`src/rtl/gpib_irq_pkg.sv`:
```
`timescale 1ns/1ps
package gpib_irq_pkg;
  localparam int N_EVT  = 4;
  localparam int ADDR_W = 4;
  localparam int B1_DIN  = 0;
  localparam int B1_DOUT = 1;
  localparam int B1_ERR  = 2;
  localparam int B1_END  = 3;
  localparam int B2_CMD  = 0;
  localparam int B2_REMC = 1;
  localparam int B2_LOKC = 2;
  localparam int B2_ADSC = 3;
endpackage

```
`src/rtl/gpib_irq_events.sv`:
```
`timescale 1ns/1ps
module gpib_irq_events
  import gpib_irq_pkg::*;
(
  input  logic              clk,
  input  logic              rst,
  input  logic              ev_din_i,
  input  logic              ev_dout_i,
  input  logic              ev_cmd_i,
  input  logic              dout_wr_i,
  input  logic              talker_act_i,
  input  logic              src_delay_i,
  input  logic              src_idle_i,
  input  logic              nrfd_i,
  input  logic              ndac_i,
  input  logic              lsn_act_i,
  input  logic              acc_data_i,
  input  logic              eoi_i,
  input  logic              eos_hit_i,
  input  logic              eos_en_i,
  input  logic              remote_i,
  input  logic              lockout_i,
  input  logic [ADDR_W-1:0] addr_i,
  output logic [N_EVT-1:0]  set1_o,
  output logic [N_EVT-1:0]  clr1_o,
  output logic [N_EVT-1:0]  set2_o
);
  // Previous-cycle copies; loaded with live values during reset so that
  // levels present at reset release are not seen as edges.
  logic              rem_q, lok_q, sdly_q, tact_q;
  logic [ADDR_W-1:0] addr_q;

  always_ff @(posedge clk) begin
    rem_q  <= remote_i;
    lok_q  <= lockout_i;
    sdly_q <= src_delay_i;
    tact_q <= talker_act_i;
    addr_q <= addr_i;
  end

  logic err_nolsn, err_idlewr, err_drop, end_hit;

  always_comb begin
    err_nolsn  = talker_act_i & src_delay_i & ~nrfd_i & ~ndac_i;
    err_idlewr = dout_wr_i & src_idle_i;
    err_drop   = sdly_q & ~src_delay_i & src_idle_i;
    end_hit    = lsn_act_i & acc_data_i & (eoi_i | (eos_hit_i & eos_en_i));

    set1_o          = '0;
    set1_o[B1_DIN]  = ev_din_i;
    set1_o[B1_DOUT] = ev_dout_i;
    set1_o[B1_ERR]  = err_nolsn | err_idlewr | err_drop;
    set1_o[B1_END]  = end_hit;

    clr1_o          = '0;
    clr1_o[B1_DOUT] = dout_wr_i | (tact_q & ~talker_act_i);

    set2_o          = '0;
    set2_o[B2_CMD]  = ev_cmd_i;
    set2_o[B2_REMC] = remote_i ^ rem_q;
    set2_o[B2_LOKC] = lockout_i ^ lok_q;
    set2_o[B2_ADSC] = |(addr_i ^ addr_q);
  end

  // an edge on the remote or lockout state raises its change request
  a_r6_remote_edge: assert property (@(posedge clk) disable iff (rst)
    (remote_i != $past(remote_i)) |-> set2_o[B2_REMC]);
  a_r6_lockout_edge: assert property (@(posedge clk) disable iff (rst)
    (lockout_i != $past(lockout_i)) |-> set2_o[B2_LOKC]);
  // an edge on any address status bit raises the address change request
  a_r7_addr_edge: assert property (@(posedge clk) disable iff (rst)
    (addr_i != $past(addr_i)) |-> set2_o[B2_ADSC]);
endmodule

```
`src/rtl/gpib_irq_sticky.sv`:
```
`timescale 1ns/1ps
module gpib_irq_sticky #(
  parameter int W = 8
) (
  input  logic         clk,
  input  logic         rst,
  input  logic [W-1:0] set_i,
  input  logic [W-1:0] clr_i,
  input  logic         rd_i,
  output logic [W-1:0] q_o
);
  logic [W-1:0] q;

  // Set has priority over both the read clear and the extra clear.
  always_ff @(posedge clk) begin
    if (rst) q <= '0;
    else     q <= ((rd_i ? '0 : q) & ~clr_i) | set_i;
  end

  assign q_o = q;

  // a bit set in a cycle is held afterwards, even during a read
  a_r9_set_wins: assert property (@(posedge clk) disable iff (rst)
    (|set_i) |=> ((q & $past(set_i)) == $past(set_i)));
  // after a read only bits set in the read cycle remain
  a_r8_read_clears: assert property (@(posedge clk) disable iff (rst)
    rd_i |=> ((q & ~$past(set_i)) == '0));
endmodule

```
`src/rtl/gpib_irq_out.sv`:
```
`timescale 1ns/1ps
module gpib_irq_out #(
  parameter int W = 8
) (
  input  logic         clk,
  input  logic         rst,
  input  logic [W-1:0] stat1_i,
  input  logic [W-1:0] stat2_i,
  input  logic [W-1:0] wdata_i,
  input  logic         m1_wr_i,
  input  logic         m2_wr_i,
  input  logic         inv_i,
  output logic         irq_o
);
  logic [W-1:0] mask1, mask2;
  logic         irq_q;

  always_ff @(posedge clk) begin
    if (rst) begin
      mask1 <= '0;
      mask2 <= '0;
    end else begin
      if (m1_wr_i) mask1 <= wdata_i;
      if (m2_wr_i) mask2 <= wdata_i;
    end
  end

  logic pending;
  assign pending = (|(stat1_i & mask1)) | (|(stat2_i & mask2));

  always_ff @(posedge clk) begin
    if (rst) irq_q <= inv_i;
    else     irq_q <= pending ^ inv_i;
  end

  assign irq_o = irq_q;

  // with both status registers clear the line sits at its idle level
  a_r10_idle_level: assert property (@(posedge clk) disable iff (rst)
    ((stat1_i == '0) && (stat2_i == '0)) |=> (irq_o == $past(inv_i)));
  // with every mask clear no status bit can raise the line
  a_r10_masked: assert property (@(posedge clk) disable iff (rst)
    ((mask1 == '0) && (mask2 == '0)) |=> (irq_o == $past(inv_i)));
endmodule

```
`src/rtl/gpib_irq_status.sv`:
```
`timescale 1ns/1ps
module gpib_irq_status
  import gpib_irq_pkg::*;
#(
  parameter int REG_W = 8
) (
  input  logic              clk,
  input  logic              rst,
  input  logic              ev_din,
  input  logic              ev_dout_rdy,
  input  logic              ev_cmd_out,
  input  logic              host_dout_wr,
  input  logic              talker_act,
  input  logic              src_delay,
  input  logic              src_idle,
  input  logic              hs_nrfd,
  input  logic              hs_ndac,
  input  logic              lsn_act,
  input  logic              acc_data,
  input  logic              eoi_line,
  input  logic              eos_hit,
  input  logic              eos_rx_en,
  input  logic              remote_st,
  input  logic              lockout_st,
  input  logic [ADDR_W-1:0] addr_st,
  input  logic              rd_stat1,
  input  logic              rd_stat2,
  input  logic              mask1_wr,
  input  logic              mask2_wr,
  input  logic [REG_W-1:0]  mask_wdata,
  input  logic              irq_invert,
  output logic [REG_W-1:0]  stat1_o,
  output logic [REG_W-1:0]  stat2_o,
  output logic              irq_o
);
  localparam int N_REG = 2;

  logic [N_EVT-1:0] set1_e, clr1_e, set2_e;

  gpib_irq_events u_events (
    .clk          (clk),
    .rst          (rst),
    .ev_din_i     (ev_din),
    .ev_dout_i    (ev_dout_rdy),
    .ev_cmd_i     (ev_cmd_out),
    .dout_wr_i    (host_dout_wr),
    .talker_act_i (talker_act),
    .src_delay_i  (src_delay),
    .src_idle_i   (src_idle),
    .nrfd_i       (hs_nrfd),
    .ndac_i       (hs_ndac),
    .lsn_act_i    (lsn_act),
    .acc_data_i   (acc_data),
    .eoi_i        (eoi_line),
    .eos_hit_i    (eos_hit),
    .eos_en_i     (eos_rx_en),
    .remote_i     (remote_st),
    .lockout_i    (lockout_st),
    .addr_i       (addr_st),
    .set1_o       (set1_e),
    .clr1_o       (clr1_e),
    .set2_o       (set2_e)
  );

  logic [N_REG-1:0][REG_W-1:0] set_v, clr_v, q_v;
  logic [N_REG-1:0]            rd_v;

  generate
    if (REG_W > N_EVT) begin : g_pad
      assign set_v[0] = {{(REG_W-N_EVT){1'b0}}, set1_e};
      assign clr_v[0] = {{(REG_W-N_EVT){1'b0}}, clr1_e};
      assign set_v[1] = {{(REG_W-N_EVT){1'b0}}, set2_e};
      assign clr_v[1] = '0;
    end else begin : g_exact
      assign set_v[0] = set1_e;
      assign clr_v[0] = clr1_e;
      assign set_v[1] = set2_e;
      assign clr_v[1] = '0;
    end
  endgenerate

  assign rd_v = {rd_stat2, rd_stat1};

  generate
    for (genvar g = 0; g < N_REG; g++) begin : g_reg
      gpib_irq_sticky #(.W(REG_W)) u_reg (
        .clk   (clk),
        .rst   (rst),
        .set_i (set_v[g]),
        .clr_i (clr_v[g]),
        .rd_i  (rd_v[g]),
        .q_o   (q_v[g])
      );
    end
  endgenerate

  assign stat1_o = q_v[0];
  assign stat2_o = q_v[1];

  gpib_irq_out #(.W(REG_W)) u_out (
    .clk     (clk),
    .rst     (rst),
    .stat1_i (q_v[0]),
    .stat2_i (q_v[1]),
    .wdata_i (mask_wdata),
    .m1_wr_i (mask1_wr),
    .m2_wr_i (mask2_wr),
    .inv_i   (irq_invert),
    .irq_o   (irq_o)
  );

  // a host write with no concurrent ready event leaves data-out clear
  a_r5_write_clears_dout: assert property (@(posedge clk) disable iff (rst)
    (host_dout_wr && !ev_dout_rdy) |=> !stat1_o[B1_DOUT]);

  generate
    if (REG_W > N_EVT) begin : g_unused_chk
      // positions without an event never read one
      a_r11_unused_zero: assert property (@(posedge clk) disable iff (rst)
        (stat1_o[REG_W-1:N_EVT] == '0) && (stat2_o[REG_W-1:N_EVT] == '0));
    end
  endgenerate
endmodule

```
`config.mk`:
```
export PLATFORM = sky130hd
export DESIGN_NAME = gpib_irq_status
export DESIGN_NICKNAME = d
export VERILOG_FILES = /design/src/rtl/gpib_irq_pkg.sv /design/src/rtl/gpib_irq_events.sv /design/src/rtl/gpib_irq_sticky.sv /design/src/rtl/gpib_irq_out.sv /design/src/rtl/gpib_irq_status.sv
export SDC_FILE = /design/constraint.sdc
export NUM_CORES = 1
export LEC_CHECK = 0
export ABC_AREA = 0
export BUFFER_PORTS_ARGS = -buffer_cell sky130_fd_sc_hd__clkbuf_2
export CORE_MARGIN = 2
export CORE_UTILIZATION = 51
export CTS_CLUSTER_DIAMETER = 50
export CTS_CLUSTER_SIZE = 25
export DETAILED_ROUTE_END_ITERATION = 10
export HOLD_SLACK_MARGIN = 0.08
export PLACE_DENSITY = 0.8
export SLEW_MARGIN = 10
export SYNTH_ARGS = -nofsm -noshare
export SYNTH_HDL_FRONTEND = slang
export SYNTH_HIERARCHICAL = 1
export SYNTH_SLANG_ARGS = --single-unit
```
`constraint.sdc`:
```
create_clock -name clk -period 1.5 [get_ports clk]
set_input_delay 0.3 -clock clk [delete_from_list [all_inputs] [get_ports clk]]
set_output_delay 0.3 -clock clk [all_outputs]
set_load 0.05 [all_outputs]
```
; After elaboration in Yosys (flattened, before gate mapping)
; Index checks and enable logic that the tools add are counted.
[word_totals]
reg_bits = 41
in_bits = 35
output_inout_bits = 17
wordCells = 45
[classes]
n_mux = 3
bitwise = 29
n_reduce_logical = 3
[op_table]
columns = op, n
row1 = 8-bit bitwise AND, 3
row2 = 8-bit two-way mux, 2
row3 = 8-bit by 4-bit OR with 8-bit output, 2
row4 = 8-bit OR reduction, 2
row5 = 1-bit bitwise AND, 10
row6 = 2-bit NOT with 8-bit output, 1
row7 = 1-bit OR, 5
row8 = 1-bit NOT, 4
row9 = 4-bit OR reduction, 1
row10 = 4-bit XOR, 1
row11 = 1-bit XOR, 3
row12 = 1-bit two-way mux, 1

; Logic depth before layout (Yosys ltp)
[logic_depth]
depth_word = 6
depth_mapped = 5

; By module
; Netlist, hierarchy kept.
[by_module_without_submodules]
columns = mod, n_inst, cells_each, area_per_inst_um2
row1 = gpib_irq_out, 1, 64, 685.7
row2 = gpib_irq_sticky, 2, 33, 304.0
row3 = gpib_irq_events, 1, 32, 330.3
row4 = gpib_irq_status, 1, 1, 3.8

; Worst setup path before layout
; No wires, ideal clock.
[synth_path]
kind = register -> register
from = reg g_reg[1].u_reg.q[2]
to = reg u_out.irq_q (netlist: u_out/irq_o)
t_arrival_ns = 1.284
t_required_ns = 1.375
path_slack_ns = 0.092
stages_incl_launch_ff = 6
path_buffers = 0
path_cell_list = dfxtp_1 -> a22o_1 -> a221oi_2 -> and3_1 -> a31oi_1 -> xor2_1
[synth_via]
elab_chain_cells = 5
[synth_lines]
columns = item, line_no
row1 = from (decl), gpib_irq_sticky.sv:12  ; logic [W-1:0] q;
row2 = from (signal assigned), gpib_irq_sticky.sv:17  ; else q <= ((rd_i ? '0 : q) & ~clr_i) | set_i;
row3 = 8-bit bitwise AND, gpib_irq_out.sv:29  ; assign pending = (|(stat1_i & mask1)) | (|(stat2_i & mask2));
row4 = 8-bit OR reduction, gpib_irq_out.sv:29
row5 = 1-bit OR, gpib_irq_out.sv:29
row6 = 1-bit XOR, gpib_irq_out.sv:33  ; else irq_q <= pending ^ inv_i;
row7 = 1-bit two-way mux, gpib_irq_out.sv:32  ; if (rst) irq_q <= inv_i;
row8 = to (signal assigned), gpib_irq_out.sv:32
row9 = to (signal assigned), gpib_irq_out.sv:33
row10 = to (decl), gpib_irq_out.sv:16  ; logic irq_q;
; Every way passes these cells.
; A chain may end at the register's enable or synchronous reset.

; Final worst setup path
[layout_path]
from = in talker_act
to = reg g_reg[0].u_reg.q[1]
[layout_via]
elab_chain_cells = 6
[layout_lines]
columns = item, line_no
row1 = from (decl), gpib_irq_status.sv:13  ; input logic talker_act,
row2 = 1-bit NOT, gpib_irq_events.sv:56  ; clr1_o[B1_DOUT] = dout_wr_i | (tact_q & ~talker_act_i);
row3 = 1-bit bitwise AND, gpib_irq_events.sv:56
row4 = 1-bit OR, gpib_irq_events.sv:56
row5 = named net clr1_e[1], gpib_irq_status.sv:38  ; logic [N_EVT-1:0] set1_e, clr1_e, set2_e;
row6 = 2-bit NOT with 8-bit output, gpib_irq_sticky.sv:17
row7 = 8-bit bitwise AND, gpib_irq_sticky.sv:17
row8 = 8-bit by 4-bit OR with 8-bit output, gpib_irq_sticky.sv:17
row9 = to (signal assigned), gpib_irq_sticky.sv:17
row10 = to (decl), gpib_irq_sticky.sv:12
; The timed path passes the listed nets, and every way through them passes these cells.

==> results.sh <==
export IMPL_first_global_vias=1142
export IMPL_grt_util_all_layers=0.193
export IMPL_ys_warn_count=6
export IMPL_grt_pass1_wl_um=5010
export IMPL_wl_per_cell_um=11.4
export IMPL_synth_cells=163
export IMPL_postSynth_asyncResetShare=0
export IMPL_layout_min_cycle_time_ns=1.36
export IMPL_power_density_nw_per_um2=1090
export IMPL_crit_family="buffers and inverters"
export IMPL_cts_htree_levels=2
export IMPL_worstSkewPairLatency_ns=0.34
export IMPL_setup_viol=0
export IMPL_vias_per_cell=4.53
export IMPL_placed_area_um2=1960
export IMPL_rows=20
export IMPL_diodes=0
export IMPL_die_x_um=60.5
export IMPL_p_leak_nw=1.02
export IMPL_cap_violations=0
export IMPL_endpoint="g_reg[0].u_reg/q_o[1]"
export IMPL_core_area_um2=3050
export IMPL_mappedNetlistArea_um2=1630
export IMPL_synth_edf_count=0
export IMPL_yosysTopAreaCell="dfxtp_1"
export IMPL_status="finished, final reports clean"
export IMPL_cts_root_buffer="clkbuf_4"
export IMPL_hp_class="in -> reg"
export IMPL_cts_path_max_buffers=2
export IMPL_antenna_found_initial=0
export IMPL_syn2layout_area_growth_pct=30.5
export IMPL_synth_area_leaders="dfxtp_1 50%, mux2i_1 9.8%, or3b_1 8.6%"
export IMPL_post_route_cell_area_um2=2120
export IMPL_die_h_um=60.5
export IMPL_synthDistinctLibCells=23
export IMPL_hold_slack_ns=0.161
export IMPL_ys_seq_area_frac=0.504
export IMPL_synth_avg_cell_area_um2=9.99
export IMPL_finalCritPeriodShare=0.904
export IMPL_rr_worst_depth=5
export IMPL_r2r_setup_slack_ns=0.27
export IMPL_antenna_left=0
export IMPL_drt_iter0_drc=29
export IMPL_synth_simple_area_share=0.141
export IMPL_wl_um=3230
export IMPL_drive_above_1_share=0.268
export IMPL_die_area_um2=3660
export IMPL_cts_tree="done"
export IMPL_cp_end_kind="register"
export IMPL_r2r_start="g_reg[1].u_reg/q_o[2]"
export IMPL_cp_cell_sequence="dlygate4sd3_1 -> clkbuf_2 -> inv_1 -> a21o_1 -> or3b_1 -> a21oi_1"
export IMPL_cp_arrival_ns=1.64
export IMPL_ys_top_cells_by_count="41 x dfxtp_1, 17 x a21oi_1, 17 x inv_1, 17 x nor2_1"
export IMPL_yosysMostFrequentCell="dfxtp_1"
export IMPL_drc=0
export IMPL_fmax_mhz=737
export IMPL_path_class="in -> reg"
export IMPL_start_kind="input port"
export IMPL_hpwlAfterDp_um=2350
export IMPL_max_vdd_ir_drop_v=0.000666
export IMPL_synth_mux_area_frac=0.0984
export IMPL_slowest_delay_ns=0.54
export IMPL_fin_tns_setup_ns=0
export IMPL_reg2reg_to="u_out/irq_o"
export IMPL_required_ns=1.78
export IMPL_numClockSinks=41
export IMPL_synth_top_cell_area_share=0.504
export IMPL_fillers=270
export IMPL_cp_max_fo=3
export IMPL_instances_no_fill=283
export IMPL_nNetsFinal=273
export IMPL_synth_seq_cells=41
export IMPL_start_util=0.533
export IMPL_slowest_stage="dlygate4sd3_1"
export IMPL_overflow=0
export IMPL_port_buffers=51
export IMPL_grt_max_degree=23
export IMPL_path_buf_inv=3
export IMPL_synth_compound_area_frac=0.127
export IMPL_io_pins=52
export IMPL_worstSetupPathDepth=6
export IMPL_ys_flop_type="dfxtp_1"
export IMPL_synth_adder_area_share=0
export IMPL_rsz0062_at_grt="no"
export IMPL_synth_top_family_by_area="simple AND/OR/NAND/NOR gates"
export IMPL_via_count=1282
export IMPL_clkTransAtPathRegs_ns=0.12
export IMPL_globalplace_congestion=0.692
export IMPL_clock_skew_ns=0.0139
export IMPL_drtPass1Iterations=4
export IMPL_critPathLaunch="talker_act"
export IMPL_final_max_slew_viol_count=0
export IMPL_synth_xor_area_share=0.0377
export IMPL_dp_cells=267
export IMPL_cts_buffers=5
export IMPL_finalHoldViolations=0
-- worst min path at each step --
stage | from | end | slack (ns) | depth (start not counted)
2_1_floorplan | addr_st[0] | u_events/addr_q[0] | 0.33 | 0
3_5_place_dp | lockout_st | u_events/lok_q | 0.43 | 1
4_1_cts | irq_invert | u_out/irq_o | 0.15 | 2
3_3_place_gp | remote_st | u_events/rem_q | 0.43 | 1
6_report | ev_dout_rdy | g_reg[0].u_reg/q_o[1] | 0.16 | 3
5_1_grt | ev_din | g_reg[0].u_reg/q_o[0] | 0.14 | 3
-- metal layers --
layer  routed length, µm  up-vias  global-route usage
met2                1600       34               0.311
met1                1410      576               0.238
li1                    -      670                   -
met4                  31        0              0.0745
met5                   0        -                   0
met3                 188        2              0.0704
-- tightest hold or removal path: cells and delay by family --
| family | cells | cell delay [ns] |
|---|---|---|
| buf+inv | 2 | 0.12 |
| compound gates | 1 | 0.05 |
-- final cells by class --
class,count,area [µm²],area share
Multi-Input combinational cell,113,744,0.350
Inverter,17,63.8,0.0300
Clock buffer,7,55.1,0.0259
Clock inverter,1,30.0,0.0141
Tap cell,44,55.1,0.0259
Sequential cell,41,821,0.386
Timing Repair Buffer,60,355,0.167
-- cells by family after synthesis --
group                  Yosys count
AO/OA/AOI/OAI                   29
XOR/XNOR                         7
buffers and inverters           30
flip-flops                      41
multiplexers                    16
other                            2
AND/OR/NAND/NOR                 38
-- registers in the layout, indices dropped and copies added (netlist names) --
signal	cells
g.u_reg/q_o	16
u_out/mask1	8
u_out/mask2	8
u_events/addr_q	4
u_events/lok_q	1
u_events/rem_q	1
u_events/sdly_q	1
u_events/tact_q	1
u_out/irq_o	1
-- metrics by stage --
stage / power (mW) / setup WS, ns / util
floorplan: 1.48 / 0.0915 / -
global placement: 1.58 / 0.297 / 0.642
detailed placement: 1.59 / 0.292 / 0.642
CTS: 2.33 / 0.148 / 0.696
global route: 2.43 / 0.0883 / 0.696
finish: 2.31 / 0.144 / 0.696
-- power by group --
| part | internal (mW) | leakage (nW) | switching (mW) |
|---|---|---|---|
| logic | 0.147 | 0.630 | 0.232 |
| registers | 1.16 | 0.342 | 0.0441 |
| clock network | 0.398 | 0.0455 | 0.330 |
-- repair_timing --
action / CTS / global route
buffers inserted: 0 / 0
hold endpoints to repair: 8 / 0
hold buffers: 8 / 0
resized for setup: 0 / 0
-- placed cells by master (no fill, tap or decap), drive strengths merged --
cell	n
clkbuf	58
dfxtp	41
conb	23
inv	17
a21oi	17
nor2	17
or3b	16
mux2i	16
dlygate4sd3	8
xnor2	4
xor2	3
a22o	3
a221oi	3
nand2	2
a22oi	2
bufinv	1
buf	1
nor2b	1
o21ai	1
o31ai	1
a21o	1
nand4	1
and3	1
a31oi	1
No activity file was read; power rests on OpenSTA's default activity.
